### src/rtl/wfa_pkg.sv
package wfa_pkg;

    typedef enum logic [1:0] {
        SEQ_IDLE = 2'd0,
        SEQ_RUN  = 2'd1,
        SEQ_FIN  = 2'd2
    } seq_state_e;

    // Width of a channel index; at least one bit.
    function automatic int ch_bits(input int n);
        return (n > 1) ? $clog2(n) : 1;
    endfunction

endpackage

### src/rtl/wfa_step_ctr.sv
module wfa_step_ctr #(
    parameter int W = 10
) (
    input  logic         clk,
    input  logic         rst,
    input  logic         clr,
    input  logic         en,
    output logic [W-1:0] q,
    output logic         at_max
);
    localparam logic [W-1:0] MAXV = {W{1'b1}};

    always_ff @(posedge clk) begin
        if (rst || clr)
            q <= '0;
        else if (en)
            q <= q + 1'b1;
    end

    assign at_max = (q == MAXV);

endmodule

### src/rtl/wfa_chan_gate.sv
module wfa_chan_gate #(
    parameter int NUM_CH = 8,
    parameter int CH_W   = 3
) (
    input  logic              on,
    input  logic [CH_W-1:0]   sel,
    output logic [NUM_CH-1:0] pwr
);
    for (genvar g = 0; g < NUM_CH; g++) begin : g_lane
        assign pwr[g] = on && (sel == CH_W'(g));
    end
endmodule

### src/rtl/wfa_acq_seq.sv
module wfa_acq_seq
    import wfa_pkg::*;
#(
    parameter int NUM_CH = 8,
    parameter int REF_W  = 10,
    parameter int DLY_W  = 10,
    parameter int CMP_W  = 10,
    parameter int CYC_W  = 8
) (
    input  logic                        clk,
    input  logic                        rst,
    input  logic                        start,
    input  logic                        abort,
    input  logic [ch_bits(NUM_CH)-1:0]  ch_sel,
    input  logic [CYC_W-1:0]            loop_count,
    output logic [REF_W-1:0]            ref_code,
    output logic [DLY_W-1:0]            dly_code,
    output logic [CYC_W-1:0]            cyc_idx,
    output logic                        sample_en,
    output logic                        ref_inc,
    output logic                        dly_inc,
    output logic                        coarse_adv,
    output logic [NUM_CH-1:0]           ch_en,
    output logic                        tag_valid,
    output logic [CYC_W-1:0]            tag_cyc,
    output logic [DLY_W-1:0]            tag_dly,
    output logic                        busy,
    output logic                        done
);
    localparam int CH_W = ch_bits(NUM_CH);

    seq_state_e       state_q;
    logic [CH_W-1:0]  ch_q;
    logic [CYC_W-1:0] limit_q;
    logic [CMP_W-1:0] cmp_q;
    logic             cmp_last, ref_last, dly_last;
    logic             accept, clr_loops, last_coarse;

    assign busy   = (state_q == SEQ_RUN);
    assign done   = (state_q == SEQ_FIN);
    assign accept = start && !abort && !busy;
    assign clr_loops = abort || accept;

    // Strobe chain: each level carries into the next.
    assign sample_en  = busy;
    assign ref_inc    = busy && cmp_last;
    assign dly_inc    = ref_inc && ref_last;
    assign coarse_adv = dly_inc && dly_last;
    assign last_coarse = coarse_adv &&
        (({1'b0, cyc_idx} + (CYC_W+1)'(1)) == {1'b0, limit_q});

    assign tag_valid = dly_inc;
    assign tag_cyc   = cyc_idx;
    assign tag_dly   = dly_code;

    wfa_step_ctr #(.W(CMP_W)) i_cmp_ctr (
        .clk(clk), .rst(rst), .clr(clr_loops), .en(sample_en),
        .q(cmp_q), .at_max(cmp_last)
    );
    wfa_step_ctr #(.W(REF_W)) i_ref_ctr (
        .clk(clk), .rst(rst), .clr(clr_loops), .en(ref_inc),
        .q(ref_code), .at_max(ref_last)
    );
    wfa_step_ctr #(.W(DLY_W)) i_dly_ctr (
        .clk(clk), .rst(rst), .clr(clr_loops), .en(dly_inc),
        .q(dly_code), .at_max(dly_last)
    );

    always_ff @(posedge clk) begin
        if (rst || clr_loops)
            cyc_idx <= '0;
        else if (coarse_adv)
            cyc_idx <= cyc_idx + 1'b1;
    end

    always_ff @(posedge clk) begin
        if (rst) begin
            state_q <= SEQ_IDLE;
            ch_q    <= '0;
            limit_q <= '0;
        end else if (abort) begin
            state_q <= SEQ_IDLE;
        end else if (accept) begin
            ch_q    <= ch_sel;
            limit_q <= loop_count;
            state_q <= (loop_count == '0) ? SEQ_FIN : SEQ_RUN;
        end else if (busy && last_coarse) begin
            state_q <= SEQ_FIN;
        end
    end

    wfa_chan_gate #(.NUM_CH(NUM_CH), .CH_W(CH_W)) i_gate (
        .on(busy), .sel(ch_q), .pwr(ch_en)
    );

    // reference code steps after its strobe
    a_r2_ref_step: assert property (@(posedge clk) disable iff (rst)
        (ref_inc && !abort) |=> ref_code == REF_W'($past(ref_code) + 1'b1));

    // delay wrap clears both codes
    a_r4_wrap_clear: assert property (@(posedge clk) disable iff (rst)
        (coarse_adv && !abort) |=> (ref_code == '0 && dly_code == '0));

    // done holds until start or abort
    a_r5_done_hold: assert property (@(posedge clk) disable iff (rst)
        (done && !start && !abort) |=> done);

    // one front-end powered while running, none otherwise
    a_r6_onehot: assert property (@(posedge clk) disable iff (rst)
        busy |-> $countones(ch_en) == 1);
    a_r6_all_off: assert property (@(posedge clk) disable iff (rst)
        !busy |-> ch_en == '0);

    // channel stays fixed across a run
    a_r7_ch_stable: assert property (@(posedge clk) disable iff (rst)
        (busy && $past(busy)) |-> $stable(ch_en));

    // abort returns to idle with codes cleared
    a_r9_abort: assert property (@(posedge clk) disable iff (rst)
        abort |=> (!busy && !done && ch_en == '0 &&
                   ref_code == '0 && dly_code == '0 && cyc_idx == '0));

    // zero count finishes at once
    a_r10_zero: assert property (@(posedge clk) disable iff (rst)
        (start && !abort && !busy && loop_count == '0) |=> (done && !busy));

endmodule

### config.mk
export PLATFORM = sky130hd
export DESIGN_NAME = wfa_acq_seq
export DESIGN_NICKNAME = d
export VERILOG_FILES = /design/src/rtl/wfa_pkg.sv /design/src/rtl/wfa_step_ctr.sv /design/src/rtl/wfa_chan_gate.sv /design/src/rtl/wfa_acq_seq.sv
export SDC_FILE = /design/constraint.sdc
export NUM_CORES = 1
export LEC_CHECK = 0
export BUFFER_PORTS_ARGS = -buffer_cell sky130_fd_sc_hd__buf_2
export CORE_UTILIZATION = 30
export DETAILED_ROUTE_END_ITERATION = 16
export HOLD_SLACK_MARGIN = 0.15
export PLACE_DENSITY_LB_ADDON = 0.25
export SLEW_MARGIN = 5
export SYNTH_ARGS = -nofsm -noshare
export SYNTH_HDL_FRONTEND = slang
export SYNTH_SLANG_ARGS = --single-unit
export TNS_END_PERCENT = 1
### constraint.sdc
create_clock -name clk -period 2.19 [get_ports clk]
set_input_delay 0.3285 -clock clk [delete_from_list [all_inputs] [get_ports clk]]
set_output_delay 0.3285 -clock clk [all_outputs]
set_load 0.02 [all_outputs]
---- Word-level counts from Yosys, hierarchy flattened ----
Cells that the tools add are included.
W data, S select, Z words.
operators by class
  mux-type cells .......................... 3
  equal/unequal tests ..................... 13
  bitwise gates (word level) .............. 1
  reductions and logical operators ........ 24
  add/subtract/negate cells ............... 5
operators with widths
  operator                 count
  $add A10 B1 Y10 const B  3
  $eq A10 B10 Y1 const B   3
  $logic_and A1 B1 Y1      15
  $eq A3 B3 Y1 const B     4
  $add A8 B1 Y9 const B    1
  $eq A9 B8 Y1             1
  $add A8 B1 Y8 const B    1
  $logic_not A8 Y1         1
  $eq A3 B2 Y1 const B     2
  $mux W2                  3
  $eq A3 B1 Y1 const B     1
  $logic_not A3 Y1         1
  $eq A2 B1 Y1 const B     1
  $eq A2 B2 Y1 const B     1
  $logic_not A1 Y1         2
  $logic_or A1 B1 Y1       2
  $reduce_and A2 Y1        1
  $reduce_bool A2 Y1       1
  $reduce_or A2 Y1         1
  $not A1 Y1               1
word-level totals
  output and inout bits ................... 61
  logic and storage cells ................. 53
  register bits after elaboration ......... 51
  bits of input ports ..................... 15

---- Depth between registers and ports, before layout ----
Gate-level depths: netlist of run 1.
  word-level depth ........................ 8
  mapped depth ............................ 8
  depth with buffers taken out ............ 7

---- Cells and area by module ----
A second synthesis of run 1 with hierarchy kept.
second synthesis, totals
  cells, all modules ...................... 316
  area, all modules ....................... 2840.2 um^2
modules (own cells, without submodules)
  module         area each (um^2)  cells an instance  instances
  wfa_acq_seq    1377.6            158                1
  wfa_step_ctr   455.4             50                 3
  wfa_chan_gate  96.3              8                  1

---- Worst setup path after synthesis of run 1 ----
No wires, ideal clock.
  path type ............................... flip-flop to output port
  from .................................... register i_ref_ctr.q[0]
  to ...................................... output tag_valid
  slack ................................... -0.025 ns
  data arrival time ....................... 1.887 ns
  stages on the path, launching flop included .. 6
  path through ............................ dfxtp_1 -> ha_1 -> and4_1 -> nand3_1 -> nor2_1 -> buf_4
between the ends
  longest elaborated chain between the ends .. 2
ends and longest elaborated chain
  what                    RTL line            RTL
  start, declared         wfa_step_ctr.sv:8   output logic [W-1:0] q,
  start signal, assigned  wfa_step_ctr.sv:17  q <= q + 1'b1;
  $eq A10 B10 Y1          wfa_step_ctr.sv:20  assign at_max = (q == MAXV);
  $logic_and A1 B1 Y1     wfa_acq_seq.sv:47   assign dly_inc = ref_inc && ref_last;
  end, declared           wfa_acq_seq.sv:24   output logic tag_valid,
No other way between the ends.

---- Worst setup path in the final report of run 1 ----
  from .................................... register i_ref_ctr.q[0]
  to ...................................... output dly_inc
between the ends
  longest elaborated chain between the ends .. 2
ends and longest elaborated chain
  what                 RTL line            RTL
  $eq A10 B10 Y1       wfa_step_ctr.sv:20
  $logic_and A1 B1 Y1  wfa_acq_seq.sv:47
  end, declared        wfa_acq_seq.sv:21   output logic dly_inc,
No other way between the ends.

==> results of run 1 <==
## synth_stat cells, types with 2 or more instances
library cell | count | area, µm²
a21oi_1 | 21 | 105.1
and2_1 | 4 | 25.02
and3_1 | 3 | 18.77
and4_1 | 3 | 26.28
and4_4 | 3 | 33.78
buf_2 | 3 | 15.01
buf_4 | 20 | 150.1
clkbuf_1 | 9 | 33.78
dfxtp_1 | 51 | 1021
ha_1 | 4 | 50.05
inv_1 | 5 | 18.77
nand2_1 | 47 | 176.4
nand2b_1 | 3 | 18.77
nand3_1 | 11 | 55.05
nand4_1 | 9 | 56.30
nor2_1 | 36 | 135.1
nor3_1 | 9 | 45.04
nor4_1 | 10 | 62.56
o211ai_1 | 2 | 15.01
o21ai_0 | 7 | 35.03
o31ai_1 | 2 | 15.01
or3_1 | 7 | 43.79
xnor2_1 | 20 | 175.2
xor2_1 | 17 | 148.9
## power by group through the flow
stage               logic [mW]  clock network, mW  registers [mW]
floorplan               0.0526                  0           0.967
global placement        0.0823                  0           0.969
detailed placement      0.0823                  0           0.970
CTS                     0.0827              0.578           0.948
global route            0.0928              0.614           0.950
finish                  0.0822              0.552           0.948
## registers in the layout, summed over array words and instances (netlist names)
register     flops
i_cmp_ctr.q     10
i_dly_ctr.q     10
i_ref_ctr.q     10
cyc_idx          8
limit_q          8
ch_q             3
state_q          2
## metal layers
layer	vias to the layer above	track usage [%]	routed length, µm
li1	1211	-	-
met3	4	3.949	330
met4	0	4.229	46
met2	72	21.04	2744
met1	1085	18.56	2866
met5	-	0	0
## cell families after synthesis
family	after synthesis
and+or+nand+nor	155
DFF	51
AOI/OAI and AO/OA	38
buffers and inverters	38
xor gates and xnor gates	37
adders and majority gates	4
muxes	1
## cell type report
type	instances	area (µm²)	area share, %
clock inverter	3	18.77	0.5931
sequential	51	1025	32.38
multi-input combinational	235	1439	45.47
timing repair buffer	84	459.2	14.51
clock buffer	5	68.82	2.175
inverter	6	22.52	0.7117
tap	105	131.4	4.152
## through the flow
| stage | power [mW] | worst slack (ps) | cells | hold WS (ps) |
|---|---|---|---|---|
| after floorplan | 1.019 | 121.2 | 324 | 397.6 |
| after global placement | 1.052 | 241.4 | 480 | 459.4 |
| after detailed placement | 1.052 | 197.8 | 480 | 460.9 |
| after CTS | 1.609 | 7.436 | 488 | 233.5 |
| after global routing | 1.656 | 9.827 | 489 | 254.1 |
| final | 1.582 | 124.6 | 489 | 251.9 |
## worst max-delay path: cells and delay by family (launching register included)
kind / cells / cell delay [ps]
simple gates: 3 / 480
flops: 1 / 390
buf+inv: 2 / 390
fa+ha+maj: 1 / 170
## timing repair
| item | in CTS | in global routing |
|---|---|---|
| endpoints found under the setup margin | 2 | 4 |
| setup buffers | 0 | 1 |
| resized for setup | 3 | 5 |
| hold buffers | 0 | 0 |
## worst min-delay path by stage
stage | endpoint | startpoint | cells past startpoint | slack, ps
after floorplan | limit_q[0] | rst | 1 | 400
after global placement | limit_q[1] | limit_q[1] | 2 | 460
after detailed placement | limit_q[3] | limit_q[3] | 2 | 460
after CTS | ch_q[0] | ch_sel[0] | 3 | 230
after global routing | limit_q[6] | loop_count[6] | 3 | 250
final | ch_q[1] | ch_sel[1] | 3 | 250
==> results.json, run 1 <==
{
  "cap_violations": 0,
  "hold_class": "input pin to register",
  "rsz0062_at_grt": "false",
  "fp.dieW_um": 96.17,
  "rr_startpoint": "cyc_idx[1]",
  "synth_top_family_by_area": "simple AND/OR/NAND/NOR gates",
  "synth_cell_types": 42,
  "cp-end-kind": "output port",
  "place_congestion": 0.8079,
  "nNetsFinal": 402,
  "area_growth_pct": 18.96,
  "portBuffers": 75,
  "leakagePower_nw": 1.283,
  "synth-xor-area-share_pct": 12.18,
  "drc": 0,
  "die_h_um": 96.17,
  "final_common_cell": "buf_2",
  "synthAdderAreaFrac_pct": 1.881,
  "ctsHtreeMaxLevel": 2,
  "skew_ps": 17.06,
  "dp_hpwl_um": 4477,
  "async_reset_ff_share_pct": 0,
  "start_kind": "register",
  "ir_drop_mv": 0.2063,
  "numClockSinks": 51,
  "synth_edf_count": 0,
  "grt_pass1_vias": 2086,
  "vias": 2372,
  "grt_overflow": 0,
  "crit_required_ps": 1860,
  "yosys.area_share.simple_pct": 30.43,
  "finalSetupViolations": 0,
  "rr_endpoint": "state_q[0]",
  "min_period_ps": 2065,
  "clock_power_share_pct": 34.9,
  "synthMuxAreaShare_pct": 0.3763,
  "diodes": 0,
  "numCtsBuffers": 5,
  "ff2ff_setup_slack_ps": 270,
  "switching_share_pct": 24.35,
  "place_area_um2": 3043,
  "path_cells": "ha_4 -> and4_1 -> nand3_1 -> buf_4 -> nor2_4 -> buf_2",
  "cp.arrival_ps": 1740,
  "firstDrtPassIters": 4,
  "p_int_mw": 1.197,
  "synth-main-ff-cell": "dfxtp_1",
  "fp.dieArea_um2": 9248,
  "io_pins": 76,
  "crit_end": "dly_inc",
  "cp_max_fo": 8,
  "synth_seq_cells": 51,
  "grt_max_degree": 32,
  "mostFrequentLayoutCells": "buf_2 (75), dfxtp_1 (48), nand2_1 (47)",
  "coreArea_um2": 8382,
  "avgSynthCellArea_um2": 8.210,
  "rows": 33,
  "hold_violations": 0,
  "startpoint": "i_ref_ctr.q[0]",
  "p_seq_share_pct": 59.9,
  "ant_nets": 0,
  "drive_above_1_share_pct": 28.13,
  "ys_seq_area_share_pct": 38.38,
  "p_switching_uw": 385.1,
  "syn-num-nets": 343,
  "routed_via_density": 4.851,
  "clk_pin_slew_ps": 100,
  "pwr-share-comb_pct": 5.2,
  "finish.utilization_pct": 37.75,
  "criticalPathCategory": "register to output port",
  "totalWireLength_um": 5987,
  "reg2reg_depth": 6,
  "clk_path_buf_depth": 2,
  "crit_path_max_incr_delay_ps": 390,
  "mappedNetlistArea_um2": 2660,
  "wl_per_cell_um": 12.24,
  "relSlewSlack_pct": 72.70,
  "fmax_mhz": 484.2,
  "start_util_pct": 31.74,
  "insertion_delay_ps": 310,
  "netlist_instances": 324,
  "grt_first_pass_wirelength_um": 9922,
  "tightestPinTransition_ps": 405.8,
  "ys.warnings.count": 0,
  "p_per_area_nw_per_um2": 499.9,
  "antenna_found_initial": 0,
  "drtIter0Drc": 133,
  "clock-root-buffer": "clkbuf_8",
  "synth-compound-area-share_pct": 8.420,
  "cts_tree": "built",
  "slew_violations": 0,
  "tns_ps": 0,
  "fin_crit_sh_pct": 94.31,
  "status": "finished, final reports clean",
  "slowest_stage": "dfxtp_2",
  "grt.total_usage_pct": 13.76,
  "design_area_um2": 3164,
  "fillers": 895
}
No activity file was read; power rests on OpenSTA's default activity.
==> inputs of run 2 (changes only) <==
--- a/config.mk
+++ b/config.mk
@@ -9,6 +9,7 @@
 export CORE_UTILIZATION = 30
 export DETAILED_ROUTE_END_ITERATION = 16
 export HOLD_SLACK_MARGIN = 0.15
+export MAX_ROUTING_LAYER = met4
 export PLACE_DENSITY_LB_ADDON = 0.25
 export SLEW_MARGIN = 5
 export SYNTH_ARGS = -nofsm -noshare
==> results.json, run 2 (synthesized netlist as in run 1, its figures left out) <==
{
  "dp_cells": 480,
  "clock_power_share_pct": 35.1,
  "fmax_mhz": 483.7,
  "p_switching_uw": 389.3,
  "crit_family": "simple AND/OR/NAND/NOR gates",
  "crit_path_max_incr_delay_ps": 390,
  "routed_via_density": 4.861,
  "place_congestion": 0.8197,
  "finalSetupViolations": 0,
  "cp_max_fo": 8,
  "ir_drop_mv": 0.2063,
  "fin_cells": 489,
  "nNetsFinal": 402,
  "pwr-share-comb_pct": 5.2,
  "fp.dieArea_um2": 9248,
  "cts_tree": "built",
  "tightestPinTransition_ps": 413.8,
  "slowest_stage": "dfxtp_2",
  "dp_hpwl_um": 4477,
  "start_kind": "register",
  "fin_crit_sh_pct": 94.40,
  "reg_top3": "i_cmp_ctr.q (10), i_dly_ctr.q (10), i_ref_ctr.q (10)",
  "clock-root-buffer": "clkbuf_8",
  "relSlewSlack_pct": 72.16,
  "coreArea_um2": 8382,
  "diodes": 0,
  "ant_nets": 0,
  "grt_busiest_layer": "met2",
  "rows": 33,
  "start_util_pct": 31.74,
  "p_seq_share_pct": 59.8,
  "path_cells": "ha_4 -> and4_1 -> nand3_1 -> buf_4 -> nor2_4 -> buf_2",
  "totalWireLength_um": 5995,
  "ctsHtreeMaxLevel": 2,
  "antenna_found_initial": 0,
  "min_period_ps": 2067,
  "p_per_area_nw_per_um2": 501.2,
  "numClockSinks": 51,
  "crit_required_ps": 1860,
  "criticalPathCategory": "register to output port",
  "mostFrequentLayoutCells": "buf_2 (75), dfxtp_1 (48), nand2_1 (47)",
  "portBuffers": 75,
  "path_buf_inv": 2,
  "grt.total_usage_pct": 14.15,
  "switching_share_pct": 24.55,
  "drc": 0,
  "met1_usage_pct": 18.65,
  "p_int_mw": 1.197,
  "hold_class": "input pin to register",
  "area_growth_pct": 18.96,
  "clk_path_buf_depth": 2,
  "grt_first_pass_wirelength_um": 9936,
  "die_h_um": 96.17,
  "hold_violations": 0,
  "skew_ps": 17.25,
  "grt_max_degree": 32,
  "drive_above_1_share_pct": 28.13,
  "final_common_cell": "buf_2",
  "grt_pass1_vias": 2090,
  "tns_ps": 0,
  "firstDrtPassIters": 4,
  "slew_violations": 0,
  "leakagePower_nw": 1.283,
  "wl_per_cell_um": 12.26,
  "drtIter0Drc": 128,
  "cp-end-kind": "output port",
  "fp.dieW_um": 96.17,
  "io_pins": 76,
  "rsz0062_at_grt": "false",
  "finish.utilization_pct": 37.75,
  "clk_pin_slew_ps": 100,
  "met3_usage_pct": 3.791,
  "global_route.usage.met2_pct": 21.04,
  "numCtsBuffers": 5,
  "insertion_delay_ps": 320,
  "cap_violations": 0,
  "status": "finished, final reports clean",
  "vias": 2377,
  "cp.arrival_ps": 1740,
  "grt_overflow": 0
}
-- run 2: final cells by class --
class / instances / area [µm²]
Clock inverter: 3 / 18.77
Clock buffer: 5 / 68.82
Timing Repair Buffer: 84 / 459.2
Sequential cell: 51 / 1025
Fill cell: 895 / 5218
Tap cell: 105 / 131.4
Multi-Input combinational cell: 235 / 1439
Inverter: 6 / 22.52
-- run 2: power by group through the flow --
| stage | clock [mW] | combinational, mW | sequential [mW] |
|---|---|---|---|
| after detailed placement | 0 | 0.0823 | 0.970 |
| after floorplan | 0 | 0.0526 | 0.967 |
| after global routing | 0.614 | 0.0928 | 0.950 |
| after CTS | 0.578 | 0.0827 | 0.948 |
| after global placement | 0 | 0.0823 | 0.969 |
| final | 0.556 | 0.0821 | 0.948 |
-- run 2: path summary, 6_finish.rpt --
kind	startpoint	end	slack, ps	cells past startpoint
setup / recovery	i_ref_ctr.q[0]	dly_inc	120	6
hold / removal	ch_sel[1]	ch_q[1]	250	3
setup reg to reg	cyc_idx[1]	state_q[0]	270	6
hold reg to reg	limit_q[3]	limit_q[3]	470	2
-- run 2: worst reg2reg max path: cells and delay by family (launching register included) --
family | cells | cell delay, ps
flip-flops | 1 | 450
adder cells (fa/ha/maj) | 1 | 310
AO/OA/AOI/OAI | 3 | 510
AND/OR/NAND/NOR | 2 | 550
-- run 2: repair_timing --
item / CTS / global route
gates resized for setup: 3 / 5
endpoints found under the setup margin: 2 / 4
hold buffers: 0 / 0
buffers inserted: 0 / 1
-- run 2: through the flow --
stage          instance area, µm²  hold slack [ps]  total power [mW]  setup slack, ps
3_3_place_gp                 3043            459.4             1.052            241.4
2_1_floorplan                2663            397.6             1.019            121.2
6_report                     3164            245.8             1.586            122.7
4_1_cts                      3139            233.5             1.609            7.436
3_5_place_dp                 3043            460.9             1.052            197.8
5_1_grt                      3164            254.2             1.656            9.822
-- run 2: per-layer routing --
| metal | vias up | share of wire [%] |
|---|---|---|
| met5 | - | 0 |
| met4 | 0 | 1.2 |
| met3 | 7 | 5.2 |
| met2 | 68 | 45 |
| met1 | 1089 | 48 |
| li1 | 1213 | - |
==> inputs of run 3 (changes only) <==
--- a/config.mk
+++ b/config.mk
@@ -15,4 +15,3 @@
 export SYNTH_ARGS = -nofsm -noshare
 export SYNTH_HDL_FRONTEND = slang
 export SYNTH_SLANG_ARGS = --single-unit
-export TNS_END_PERCENT = 1
==> constraint.sdc (replaced) <==
create_clock -name clk -period 2.5 [get_ports clk]
set_input_delay 0.375 -clock clk [delete_from_list [all_inputs] [get_ports clk]]
set_output_delay 0.375 -clock clk [all_outputs]
set_load 0.02 [all_outputs]
==> results.json, run 3 (synthesized netlist as in run 1, its figures left out) <==
{
  "numClockSinks": 51,
  "status": "finished, final reports clean",
  "startpoint": "i_cmp_ctr.q[0]",
  "clock-root-buffer": "clkbuf_8",
  "relSlewSlack_pct": 72.92,
  "antenna_found_initial": 0,
  "cp.arrival_ps": 1990,
  "diodes": 0,
  "min_period_ps": 2363,
  "path_cells": "ha_1 -> and4b_1 -> nand4_4 -> inv_2 -> buf_4 -> buf_2",
  "drtIter0Drc": 113,
  "grt_first_pass_wirelength_um": 9680,
  "wl_per_cell_um": 11.98,
  "firstDrtPassIters": 4,
  "tightestPinTransition_ps": 405.6,
  "crit_path_max_incr_delay_ps": 390,
  "finalPower_mw": 1.484,
  "dp_hpwl_um": 4285,
  "start_util_pct": 31.74,
  "drc": 0,
  "final_common_cell": "buf_2",
  "place_congestion": 0.7794,
  "cap_violations": 0,
  "coreArea_um2": 8382,
  "fp.dieArea_um2": 9248,
  "hold_violations": 0,
  "grt.total_usage_pct": 13.75,
  "clk_path_buf_depth": 2,
  "start_kind": "register",
  "io_pins": 76,
  "tns_ps": 0,
  "cp_max_fo": 15,
  "rsz0062_at_grt": "true",
  "ant_nets": 0,
  "criticalPathCategory": "register to output port",
  "totalWireLength_um": 5796,
  "routed_via_density": 4.775,
  "fillers": 894,
  "portBuffers": 75,
  "reg_top3": "i_cmp_ctr.q (10), i_dly_ctr.q (10), i_ref_ctr.q (10)",
  "drive_above_1_share_pct": 26.12,
  "crit_family": "simple AND/OR/NAND/NOR gates",
  "path_buf_inv": 3,
  "crit_required_ps": 2120,
  "leakagePower_nw": 1.263,
  "grt_max_degree": 39,
  "vias": 2311,
  "p_per_area_nw_per_um2": 475.8,
  "numCtsBuffers": 5,
  "nNetsFinal": 397,
  "rr_startpoint": "i_cmp_ctr.q[0]",
  "fin_crit_sh_pct": 94.51,
  "die_h_um": 96.17,
  "grt_overflow": 0,
  "fmax_mhz": 423.2,
  "ff2ff_setup_slack_ps": 340,
  "insertion_delay_ps": 310,
  "clk_pin_slew_ps": 100,
  "skew_ps": 16.30,
  "cp-end-kind": "output port",
  "grt_pass1_vias": 2130,
  "cts_tree": "built",
  "hold_buffers": 0,
  "fp.dieW_um": 96.17,
  "rows": 33,
  "slowest_stage": "dfxtp_1",
  "min_from": "ch_sel[1]",
  "hold_class": "input pin to register",
  "mostFrequentLayoutCells": "buf_2 (75), dfxtp_1 (51), nand2_1 (47)",
  "ir_drop_mv": 0.2356,
  "slew_violations": 0,
  "finalSetupViolations": 0,
  "ctsHtreeMaxLevel": 2,
  "area_growth_pct": 17.22
}
run 3: timing repair:
action,CTS,global route
setup endpoints to repair,0,2
buffers inserted,0,0
gates resized for setup,0,2
hold endpoints to repair,0,0
run 3: area by class of cell:
type	count	area, µm²	area share, %
clock buffer	5	68.82	2.207
clock inverter	3	43.79	1.404
inverter	6	22.52	0.7223
multi-input combinational	235	1425	45.71
sequential	51	1021	32.74
tap	105	131.4	4.213
timing repair buffer	79	405.4	13.00
run 3: routing by layer:
layer	up-vias	GRT usage (%)	wire [µm]
li1	1209	-	-
met1	1041	17.96	3019
met2	56	21.22	2472
met3	5	2.449	236
met4	0	4.851	68
met5	-	-	0
run 3: worst min-delay path: stages:
cell and delay [ps]:
buf_2 90, nand2_1 40, a21oi_1 50
run 3: path summary, 6_finish.rpt:
| path | cells past startpoint | end |
|---|---|---|
| worst max-delay path | 6 | ref_inc |
| worst min-delay path | 3 | ch_q[1] |
| worst max register to register | 7 | cyc_idx[5] |
| worst min register to register | 2 | limit_q[4] |
run 3: power breakdown:
part / internal, mW / switching (mW)
clock network: 0.298 / 0.285
logic: 0.0274 / 0.0420
registers: 0.821 / 0.00924
total: 1.15 / 0.336
run 3: through the flow:
step                setup slack, ps  hold WS [ps]  cell area, µm²  util [%]  std cells
floorplan                     238.1         442.8            2660         -        324
global placement              413.6         459.9            2998     35.77        476
detailed placement            367.8         468.3            2998     35.77        476
CTS                           48.99         284.8            3110     37.11        484
global route                 -5.751         301.6            3118     37.20        484
finish                        137.1         292.0            3118     37.20        484
